===== config.mk =====
export PLATFORM = sky130hd
export DESIGN_NAME = audio_frame_rx
export DESIGN_NICKNAME = d
export VERILOG_FILES = /design/src/rtl/afrx_pkg.sv /design/src/rtl/afrx_front.sv /design/src/rtl/afrx_ctrl.sv /design/src/rtl/afrx_dpath.sv /design/src/rtl/audio_frame_rx.sv
export SDC_FILE = /design/constraint.sdc
export NUM_CORES = 1
export LEC_CHECK = 0
export ABC_CLOCK_PERIOD_IN_PS = 3800
export BUFFER_PORTS_ARGS = -buffer_cell sky130_fd_sc_hd__buf_2
export CAP_MARGIN = 25
export CORE_MARGIN = 2
export CORE_UTILIZATION = 25
export DETAILED_ROUTE_END_ITERATION = 10
export GPL_ROUTABILITY_DRIVEN = 0
export PLACE_DENSITY = 0.4
export RECOVER_POWER = 100
export SLEW_MARGIN = 20
export SYNTH_ARGS = -nofsm -noshare
export SYNTH_HDL_FRONTEND = slang
export SYNTH_SLANG_ARGS = --single-unit
export TNS_END_PERCENT = 30

===== constraint.sdc =====
create_clock -name clk -period 3.8 [get_ports clk]
set_input_delay 0.95 -clock clk [delete_from_list [all_inputs] [get_ports clk]]
set_output_delay 0.95 -clock clk [all_outputs]
set_load 0.005 [all_outputs]

===== src/rtl/afrx_pkg.sv =====
package afrx_pkg;
  localparam int MAX_BITS  = 32;
  localparam int LEN_W     = $clog2(MAX_BITS);
  localparam int MAX_WORDS = 2;
  localparam int WCNT_W    = (MAX_WORDS > 1) ? $clog2(MAX_WORDS) : 1;
  localparam int DLY_W     = 4;

  typedef enum logic [1:0] {
    ST_IDLE = 2'd0,
    ST_WAIT = 2'd1,
    ST_RECV = 2'd2
  } rxState_t;

  // strobes from control to datapath, valid for one system clock
  typedef struct packed {
    logic             takeBit;
    logic             firstBit;
    logic             wordDone;
    logic             frameDone;
    logic [LEN_W-1:0] bitPos;
  } rxStb_t;
endpackage


===== src/rtl/afrx_front.sv =====
module afrx_front #(
  parameter int SYNC_STAGES = 2
) (
  input  logic       clk,
  input  logic       rstN,
  input  logic       bitClk,
  input  logic       frameSync,
  input  logic       serData,
  input  logic [1:0] startMode,
  output logic       tick,
  output logic       bitVal,
  output logic       startEvt
);
  localparam int LAST = SYNC_STAGES - 1;

  logic [SYNC_STAGES-1:0][2:0] syncQ;
  logic bclkLast;
  logic fsLast;
  logic fsKnown;
  logic fsRise;
  logic fsFall;
  logic bclkNow;
  logic fsNow;

  // all three lines share one chain so they keep their relative timing
  always_ff @(posedge clk or negedge rstN) begin
    if (!rstN) begin
      syncQ <= '0;
    end else begin
      for (int s = LAST; s > 0; s--) syncQ[s] <= syncQ[s-1];
      syncQ[0] <= {bitClk, frameSync, serData};
    end
  end

  assign bclkNow = syncQ[LAST][2];
  assign fsNow   = syncQ[LAST][1];
  assign bitVal  = syncQ[LAST][0];

  always_ff @(posedge clk or negedge rstN) begin
    if (!rstN) bclkLast <= 1'b0;
    else       bclkLast <= bclkNow;
  end

  assign tick = bclkNow & ~bclkLast;

  // frame sync is compared between consecutive bit ticks
  always_ff @(posedge clk or negedge rstN) begin
    if (!rstN) begin
      fsLast  <= 1'b0;
      fsKnown <= 1'b0;
    end else if (tick) begin
      fsLast  <= fsNow;
      fsKnown <= 1'b1;
    end
  end

  assign fsRise = fsKnown & fsNow & ~fsLast;
  assign fsFall = fsKnown & ~fsNow & fsLast;

  always_comb begin
    unique case (startMode)
      2'd0:    startEvt = tick & fsFall;
      2'd1:    startEvt = tick & fsRise;
      default: startEvt = tick & (fsRise | fsFall);
    endcase
  end
endmodule


===== src/rtl/afrx_ctrl.sv =====
module afrx_ctrl
  import afrx_pkg::*;
(
  input  logic              clk,
  input  logic              rstN,
  input  logic              tick,
  input  logic              startEvt,
  input  logic [DLY_W-1:0]  cfgDelay,
  input  logic [LEN_W-1:0]  cfgLenM1,
  input  logic [WCNT_W-1:0] cfgWordsM1,
  input  logic              cfgMsbFirst,
  output rxStb_t            stb
);
  rxState_t          state;
  logic [LEN_W-1:0]  bitCnt;
  logic [WCNT_W-1:0] wordCnt;
  logic [DLY_W-1:0]  waitLeft;

  logic inFrameBit;
  logic idleStart0;
  logic takeBit;
  logic lastInWord;
  logic lastWord;
  logic frameDone;
  logic acceptWait;

  always_comb begin
    inFrameBit = tick & ((state == ST_RECV) | ((state == ST_WAIT) & (waitLeft == '0)));
    idleStart0 = startEvt & (state == ST_IDLE) & (cfgDelay == '0);
    takeBit    = inFrameBit | idleStart0;
    lastInWord = (bitCnt >= cfgLenM1);
    lastWord   = (wordCnt >= cfgWordsM1);
    frameDone  = takeBit & lastInWord & lastWord;
    // a new frame with a delay may open on the old frame's final bit
    acceptWait = startEvt & (cfgDelay != '0) & ((state == ST_IDLE) | frameDone);
  end

  always_ff @(posedge clk or negedge rstN) begin
    if (!rstN) begin
      state    <= ST_IDLE;
      waitLeft <= '0;
    end else if (acceptWait) begin
      state    <= ST_WAIT;
      waitLeft <= cfgDelay - 1'b1;
    end else if (takeBit) begin
      state    <= frameDone ? ST_IDLE : ST_RECV;
    end else if (tick && state == ST_WAIT) begin
      waitLeft <= waitLeft - 1'b1;
    end
  end

  always_ff @(posedge clk or negedge rstN) begin
    if (!rstN) begin
      bitCnt  <= '0;
      wordCnt <= '0;
    end else if (takeBit) begin
      if (lastInWord) begin
        bitCnt  <= '0;
        wordCnt <= lastWord ? '0 : wordCnt + 1'b1;
      end else begin
        bitCnt  <= bitCnt + 1'b1;
      end
    end
  end

  always_comb begin
    stb.takeBit   = takeBit;
    stb.firstBit  = takeBit & (bitCnt == '0);
    stb.wordDone  = takeBit & lastInWord;
    stb.frameDone = frameDone;
    stb.bitPos    = cfgMsbFirst ? (cfgLenM1 - bitCnt) : bitCnt;
  end
endmodule


===== src/rtl/afrx_dpath.sv =====
module afrx_dpath
  import afrx_pkg::*;
(
  input  logic                clk,
  input  logic                rstN,
  input  rxStb_t              stb,
  input  logic                bitVal,
  input  logic                wordRead,
  input  logic                overrunClr,
  output logic [MAX_BITS-1:0] wordData,
  output logic                wordValid,
  output logic                overrun
);
  logic [MAX_BITS-1:0] acc;
  logic [MAX_BITS-1:0] accNext;
  logic                loadOk;

  always_comb begin
    accNext = stb.firstBit ? '0 : acc;
    if (stb.takeBit) accNext[stb.bitPos] = bitVal;
  end

  always_ff @(posedge clk or negedge rstN) begin
    if (!rstN)            acc <= '0;
    else if (stb.takeBit) acc <= accNext;
  end

  assign loadOk = ~wordValid | wordRead;

  always_ff @(posedge clk or negedge rstN) begin
    if (!rstN) begin
      wordData  <= '0;
      wordValid <= 1'b0;
    end else if (stb.wordDone && loadOk) begin
      wordData  <= accNext;
      wordValid <= 1'b1;
    end else if (wordRead) begin
      wordValid <= 1'b0;
    end
  end

  // setting wins over a simultaneous clear
  always_ff @(posedge clk or negedge rstN) begin
    if (!rstN)                       overrun <= 1'b0;
    else if (stb.wordDone && !loadOk) overrun <= 1'b1;
    else if (overrunClr)             overrun <= 1'b0;
  end
endmodule


===== src/rtl/audio_frame_rx.sv =====
module audio_frame_rx
  import afrx_pkg::*;
#(
  parameter int SYNC_STAGES = 2
) (
  input  logic                clk,
  input  logic                rstN,
  input  logic                bitClk,
  input  logic                frameSync,
  input  logic                serData,
  input  logic [1:0]          cfgStartMode,
  input  logic [DLY_W-1:0]    cfgDelay,
  input  logic [LEN_W-1:0]    cfgLenM1,
  input  logic [WCNT_W-1:0]   cfgWordsM1,
  input  logic                cfgMsbFirst,
  input  logic                wordRead,
  input  logic                overrunClr,
  output logic [MAX_BITS-1:0] wordData,
  output logic                wordValid,
  output logic                overrun
);
  logic   tick;
  logic   bitVal;
  logic   startEvt;
  rxStb_t ctlStb;

  afrx_front #(.SYNC_STAGES(SYNC_STAGES)) u_front (
    .clk(clk), .rstN(rstN), .bitClk(bitClk), .frameSync(frameSync),
    .serData(serData), .startMode(cfgStartMode),
    .tick(tick), .bitVal(bitVal), .startEvt(startEvt)
  );

  afrx_ctrl u_ctrl (
    .clk(clk), .rstN(rstN), .tick(tick), .startEvt(startEvt),
    .cfgDelay(cfgDelay), .cfgLenM1(cfgLenM1), .cfgWordsM1(cfgWordsM1),
    .cfgMsbFirst(cfgMsbFirst), .stb(ctlStb)
  );

  afrx_dpath u_dpath (
    .clk(clk), .rstN(rstN), .stb(ctlStb), .bitVal(bitVal),
    .wordRead(wordRead), .overrunClr(overrunClr),
    .wordData(wordData), .wordValid(wordValid), .overrun(overrun)
  );
endmodule


==> impl_metrics.env, run 1 <==
export IMPL_status="finished with violations"
export IMPL_violations="max-capacitance violations, max-slew violations"
export IMPL_hold_viol_final=0
export IMPL_worstReg2RegEnd="u_dpath.wordData[31]"
export IMPL_cts_root_buf="clkbuf_16"
export IMPL_cts_hold_buffers=0
export IMPL_path_max_fanout=9
export IMPL_timing_final_max_slew_violations=69
export IMPL_post_route_drc_count=0
export IMPL_antenna_found_initial=0
export IMPL_htreeDepth=3
export IMPL_critPathLaunchType="primary input"
export IMPL_cts_tree="yes"
export IMPL_endpoint="u_dpath.wordData[31]"
export IMPL_rsz0062_at_grt="no"
export IMPL_ys_top_cells_by_area="dfrtp_1 (49%), mux2_2 (8.7%), mux2_4 (8.5%)"
export IMPL_cts_buffers=9
export IMPL_timing_rr_start="u_ctrl.bitCnt[0]"
export IMPL_finalCritPeriodShare_pct=91.1
export IMPL_syn_avg_cell_area_um2=11.8
export IMPL_crit_path_max_incr_delay_ps=440
export IMPL_synthMuxAreaShare_pct=17.7
export IMPL_grt_overflow_total=0
export IMPL_grt_pass1_vias=3114
export IMPL_cp_slowest_cell="o31ai_1"
export IMPL_die_area_um2=18700
export IMPL_core_area_um2=17300
export IMPL_dpl_cell_area_um2=4970
export IMPL_slew_headroom_pct=-20.1
export IMPL_worst_hold_path_type="flop to flop"
export IMPL_drt_pass1_iterations=4
export IMPL_required_ps=4040
export IMPL_p_leak_uw=0.00243
export IMPL_setup_violations=0
export IMPL_grt_pass1_wl_mm=17.5
export IMPL_r2r_setup_slack_ps=540
export IMPL_synth_edf_count=0
export IMPL_fmax_ghz=0.289
export IMPL_synthCells=374
export IMPL_synth_flop_cell="dfrtp_1"
export IMPL_drive_above_1_share_pct=22.0
export IMPL_crit_start="cfgLenM1[0]"
export IMPL_routed_via_density=4.60
export IMPL_post_cts_resized=0
export IMPL_min_period_ps=3460
export IMPL_yosys_area_top_type_share_pct=49.3
export IMPL_clk_latency_ps=350
export IMPL_crit_chain="buf_2 > inv_1 > ha_1 > inv_1 > fa_1 > a21o_1 > a21oi_1 > xor2_1 > o31ai_1 > buf_4 > nand3_1 > mux2_1 > mux2_2"
export IMPL_wl_per_cell_um=16.4
export IMPL_io_pins=54
export IMPL_n_antenna_cell=0
export IMPL_critical_path_class="primary input to flop"
export IMPL_post_cts_buffers=0
export IMPL_yosysWarnings=0
export IMPL_die_y_um=137
export IMPL_drt_initial_drc_count=134
export IMPL_yosys_area_share_simple_pct=14.8
export IMPL_wl_mm=10.9
export IMPL_rows=48
export IMPL_synth_cell_types=55
export IMPL_dieWidth_um=137
export IMPL_hpwl_mm=7.16
export IMPL_fin_worst_skew_ps=7.10
export IMPL_syn_num_nets=403
export IMPL_yosysTopAreaCell="dfrtp_1"
export IMPL_ff2ff_path_depth=11
export IMPL_setup_tns_ps=0
export IMPL_power_density_nw_per_um2=521
export IMPL_cp_end_kind="flop"
export IMPL_maxCapViolCount=1
export IMPL_io_buffers=53
export IMPL_synth_area_um2=4420
export IMPL_grtUsageTotal_pct=12.5
export IMPL_synthArstFlopShare_pct=100
export IMPL_ant_nets=0
export IMPL_synth_compound_area_share_pct=10.5
export IMPL_start_util_pct=25.5
export IMPL_cpMostUsedCell="inv_1"
export IMPL_synth_top_family_by_area="multiplexers"
export IMPL_path_clk_slew_ps=70
export IMPL_clkSinkCount=87
export IMPL_grt_max_degree=69
export IMPL_synth_fa_ha_area_share_pct=2.72
export IMPL_tightest_slew_ps=1800
export IMPL_fin_area_um2=5070
export IMPL_vdd_drop_max_mv=0.244
export IMPL_ys_ff_latch=87
export IMPL_finalNetCount=461
export IMPL_synth_xor_area_share_pct=0.992
export IMPL_area_growth_syn_to_layout_pct=14.9
export IMPL_cts_buffer_depth=2
export IMPL_num_vias=3043
export IMPL_cp_arrival_ps=3700
export IMPL_seq_area_frac_synth_pct=49.3
-- synthesized netlist by cell type (3+ instances only) --
master	instances
nand2_1	15
xnor2_1	3
dfrtp_1	87
nor2b_1	32
nand3_1	33
o21ai_0	7
nor2_1	9
inv_1	19
a21oi_2	3
o21ai_1	3
o22ai_1	3
a22oi_1	3
a41o_1	5
a31oi_1	4
mux2_2	34
a21oi_1	4
nand2b_1	5
nor3_1	10
o31ai_1	3
mux2_4	25
a311oi_1	5
buf_6	4
buf_2	4
a21o_1	3
ha_1	8
clkbuf_1	9
-- where the power goes --
group | switching, uW | internal [uW] | leakage, uW
Combinational | 416 | 278 | 0.00112
Clock | 382 | 441 | 0.000136
Sequential | 92.5 | 1030 | 0.00117
-- metal layers --
metal  routed length, um  part of all wire (%)  GRT usage (%)
met5                   0                     0              0
met4                 161                   1.5           4.81
met3                 412                   3.8           3.11
met2                5070                    47           19.6
met1                5210                    48           16.6
-- flip-flops by register name, summed over array words and instances (netlist names) --
signal,count
u_ctrl.waitLeft,4
u_dpath.wordValid,1
u_front.fsKnown,1
u_front.bclkLast,1
u_dpath.wordData,32
u_front.fsLast,1
u_ctrl.state,2
u_front.bclkNow,1
u_ctrl.bitCnt,5
u_front.fsNow,1
u_front.bitVal,1
u_dpath.overrun,1
u_dpath.acc,32
u_front.syncQ,3
u_ctrl.wordCnt,1
-- placed cells by master (no fill, tap or decap), types with 4 or more instances in the layout --
cell and instances:
a31oi_1 4, mux2_2 33, nor2_1 9, o31ai_1 4, clkbuf_16 9, dfrtp_1 86
inv_1 19, nand2b_1 5, clkbuf_1 29, nand2_1 15, nor2b_1 32, a311oi_1 5
clkinv_2 4, nand3_1 34, a41o_1 5, o21ai_0 7, buf_2 26, mux2_1 25
buf_4 7, ha_1 8, a21oi_1 6, nor3_1 10
-- final cells by class --
class	count	area (um^2)
Clock buffer	10	229
Clock inverter	6	37.5
Fill cell	1857	12200
Inverter	19	71.3
Multi-Input combinational cell	250	1940
Sequential cell	87	2180
Tap cell	225	282
Timing Repair Buffer	65	337
-- worst max-delay path: cells and delay by family --
kind | cells | cell delay [ps]
compound gates | 3 | 900
xor+xnor | 1 | 140
fa+ha+maj | 2 | 540
buf+inv | 4 | 450
mux | 2 | 620
simple gates | 1 | 90
-- kinds of logic after synthesis --
group                      count (synthesis)
DFF                                       87
muxes                                     61
buffers and inverters                     37
and+or+nand+nor                          118
xor gates and xnor gates                   5
AOI/OAI and AO/OA                         57
adders and majority gates                  9
-- worst min-delay path by stage --
stage	slack, ps	to	from	depth (start not counted)
finish	350	u_front.fsNow	u_front.syncQ[1]	0
CTS	350	u_front.fsNow	u_front.syncQ[1]	0
floorplan	330	u_front.bclkNow	u_front.syncQ[2]	0
detailed placement	330	u_front.fsNow	u_front.syncQ[1]	0
global route	350	u_front.bclkNow	u_front.syncQ[2]	0
global placement	330	u_front.fsNow	u_front.syncQ[1]	0
-- metrics by stage --
| stage | total power, uW | hold slack [ps] | setup slack (ps) | util, % | instances |
|---|---|---|---|---|---|
| floorplan | 1660 | 331 | 447 | - | 374 |
| global placement | 1870 | 333 | 240 | 28.8 | 646 |
| detailed placement | 1890 | 335 | 217 | 28.8 | 646 |
| CTS | 2740 | 350 | 582 | 30.3 | 662 |
| global route | 2830 | 353 | 230 | 29.3 | 662 |
| finish | 2640 | 347 | 337 | 29.3 | 662 |
No activity file was read; power rests on OpenSTA's default activity.
==> run 2, diff against run 1 <==
Settings changed: ABC_AREA from default to 1.
==> impl_metrics.env, run 2 <==
export IMPL_status="finished with violations"
export IMPL_violations="max-capacitance violations, max-slew violations"
export IMPL_required_ps=4040
export IMPL_ant_nets=0
export IMPL_cp_top_family="simple AND/OR/NAND/NOR gates"
export IMPL_die_area_um2=18400
export IMPL_cts_buffers=9
export IMPL_synth_compound_area_share_pct=7.01
export IMPL_ys_top_cells_by_area="dfrtp_1 (50%), nand2_1 (15%), and2_1 (4.3%)"
export IMPL_layout_commonest_cell="nand2_1"
export IMPL_vdd_drop_max_mv=0.245
export IMPL_busiest_layer="met2"
export IMPL_timing_final_max_slew_violations=61
export IMPL_syn_num_nets=544
export IMPL_clk_latency_ps=350
export IMPL_fmax_ghz=0.306
export IMPL_min_period_ps=3270
export IMPL_post_route_drc_count=0
export IMPL_tightest_slew_ps=1570
export IMPL_start_util_pct=25.3
export IMPL_met1_usage_pct=16.6
export IMPL_io_buffers=53
export IMPL_grt_overflow_total=0
export IMPL_critical_path_class="primary input to flop"
export IMPL_area_growth_syn_to_layout_pct=18.4
export IMPL_hold_viol_final=0
export IMPL_power_density_nw_per_um2=646
export IMPL_ys_ff_latch=87
export IMPL_antenna_found_initial=0
export IMPL_worst_hold_path_type="flop to flop"
export IMPL_yosysWarnings=0
export IMPL_seq_area_frac_synth_pct=50.2
export IMPL_routed_via_density=4.38
export IMPL_reg_largest_list="u_dpath.acc x32, u_dpath.wordData x32, u_ctrl.bitCnt x5"
export IMPL_fin_hold_ws_ps=349
export IMPL_yosys_area_share_simple_pct=34.2
export IMPL_drt_initial_drc_count=218
export IMPL_path_max_fanout=8
export IMPL_cts_hold_buffers=0
export IMPL_drive_above_1_share_pct=14.5
export IMPL_synthArstFlopShare_pct=100
export IMPL_yosysTopAreaCell="dfrtp_1"
export IMPL_critPathLaunchType="primary input"
export IMPL_synth_cell_types=37
export IMPL_synth_edf_count=0
export IMPL_yosys_top_cells_count="nand2_1 (178), dfrtp_1 (87), nand3_1 (36), and2_1 (30), inv_1 (30)"
export IMPL_cp_end_kind="flop"
export IMPL_core_area_um2=17100
export IMPL_maxCapViolCount=1
export IMPL_crit_path_max_incr_delay_ps=490
export IMPL_die_y_um=136
export IMPL_htreeDepth=3
export IMPL_grt_max_degree=61
export IMPL_grt_pass1_wl_mm=17.5
export IMPL_grtUsageTotal_pct=12.3
export IMPL_syn_avg_cell_area_um2=8.42
export IMPL_io_pins=54
export IMPL_mostFrequentLayoutCells="nand2_1 (181), dfrtp_1 (87), nand3_1 (36), buf_2 (32), inv_1 (30)"
export IMPL_wl_per_cell_um=13.5
export IMPL_slew_headroom_pct=-4.82
export IMPL_finalCritPeriodShare_pct=86.0
export IMPL_finalNetCount=598
export IMPL_hpwl_mm=7.32
export IMPL_synth_flop_cell="dfrtp_1"
export IMPL_synthCells=515
export IMPL_cpMostUsedCell="nand2_1"
export IMPL_n_antenna_cell=0
export IMPL_yosysMostFrequentCell="nand2_1"
export IMPL_p_leak_uw=0.00251
export IMPL_fin_worst_skew_ps=8.40
export IMPL_multi_input_area_um2=1910
export IMPL_rsz0062_at_grt="no"
export IMPL_use_met2_pct=19.2
export IMPL_dp_cells=782
export IMPL_path_clk_slew_ps=70
export IMPL_dieWidth_um=136
export IMPL_cts_tree="yes"
export IMPL_grt_pass1_vias=3309
export IMPL_crit_chain="buf_2 > inv_1 > ha_1 > inv_1 > fa_1 > nand3_1 > nand2_1 > nand2_1 > nand3_1 > o21ai_1 > nand3_1 > nor2_1 > nand2_1 > and2_1 > nand2_1 > nand2_1"
export IMPL_wl_mm=10.8
export IMPL_synth_fa_ha_area_share_pct=2.77
export IMPL_yosys_area_top_type_share_pct=50.2
export IMPL_nFillCells=1819
export IMPL_cp_slowest_cell="o21ai_1"
export IMPL_post_cts_buffers=0
export IMPL_synth_top_family_by_area="simple AND/OR/NAND/NOR gates"
export IMPL_path_buf_inv=3
export IMPL_cp_arrival_ps=3510
export IMPL_drt_pass1_iterations=4
export IMPL_synth_xor_area_share_pct=0.404
export IMPL_synth_area_um2=4340
export IMPL_num_vias=3503
export IMPL_cts_root_buf="clkbuf_16"
export IMPL_synthMuxAreaShare_pct=0
export IMPL_grt_util_met3_pct=3.29
export IMPL_setup_violations=0
export IMPL_stdcell_count=799
export IMPL_rows=48
export IMPL_regArea_um2=2180
export IMPL_setup_tns_ps=0
export IMPL_post_cts_resized=0
export IMPL_clkSinkCount=87
export IMPL_cts_buffer_depth=2
-- run 2: cell count changes after synthesis, moves of 10 or more --
cell	before	now
nand4_1	2	28
mux2_2	34	0
nor2b_1	32	0
nor3_1	10	0
o21ai_0	7	18
nand2_1	15	178
inv_1	19	30
and2_1	0	30
o21ai_1	3	18
mux2_4	25	0
inv_2	0	10
-- run 2: layer usage --
layer	vias to the layer above	part of all wire, %
met5	-	0
met4	0	1.1
met3	7	3.5
met2	52	46
met1	1655	49
li1	1789	-
-- run 2: power breakdown --
group          leakage (uW)  internal, uW  total [uW]  switching, uW
registers           0.00116          1190        1320            134
logic               0.00120           382        1060            681
clock network      0.000144           535         929            394
-- run 2: worst paths after layout --
kind | start | endpoint | slack, ps | depth (start not counted)
setup / recovery | cfgLenM1[0] | u_dpath.wordData[26] | 530 | 16
hold / removal | u_front.syncQ[2] | u_front.bclkNow | 350 | 0
setup reg to reg | u_ctrl.bitCnt[0] | u_dpath.wordData[26] | 800 | 14
hold reg to reg | u_front.syncQ[2] | u_front.bclkNow | 350 | 0
max in group asynchronous | rstN | u_front.fsKnown | 1360 | 2
min in group asynchronous | rstN | u_dpath.acc[2] | 990 | 1
-- run 2: metrics by stage --
step           instance area [um^2]  util, %  setup slack, ps  total power [uW]
3_3_place_gp                   4850     28.3              449              2440
3_5_place_dp                   4850     28.3              430              2440
4_1_cts                        5160     30.1              797              3390
2_1_floorplan                  4340        -              943              2090
5_1_grt                        5130     30.0              342              3580
6_report                       5130     30.0              532              3320
-- run 2: cell type report --
type / instances / share of cell area [%]
Sequential cell: 87 / 42.4
Multi-Input combinational cell: 370 / 37.1
Timing Repair Buffer: 60 / 5.95
Tap cell: 225 / 5.48
Clock buffer: 11 / 4.73
Inverter: 41 / 3.05
Clock inverter: 5 / 1.27
-- run 2: worst reg2reg max path, delay by kind of cell, from the launching register on --
kind / cells / cell delay (ps)
buffers and inverters: 1 / 70
and+or+nand+nor: 10 / 1330
AOI/OAI and AO/OA: 1 / 490
adders and majority gates: 2 / 580
DFF: 1 / 440
-- run 2: cell families (layout without fill, tap and decap cells) --
logic type,count (synthesis),count (layout)
adder cells (fa/ha/maj),9,9
XOR/XNOR,2,2
AO/OA/AOI/OAI,52,52
AND/OR/NAND/NOR,307,307
buffers and inverters,58,117
flip-flops,87,87
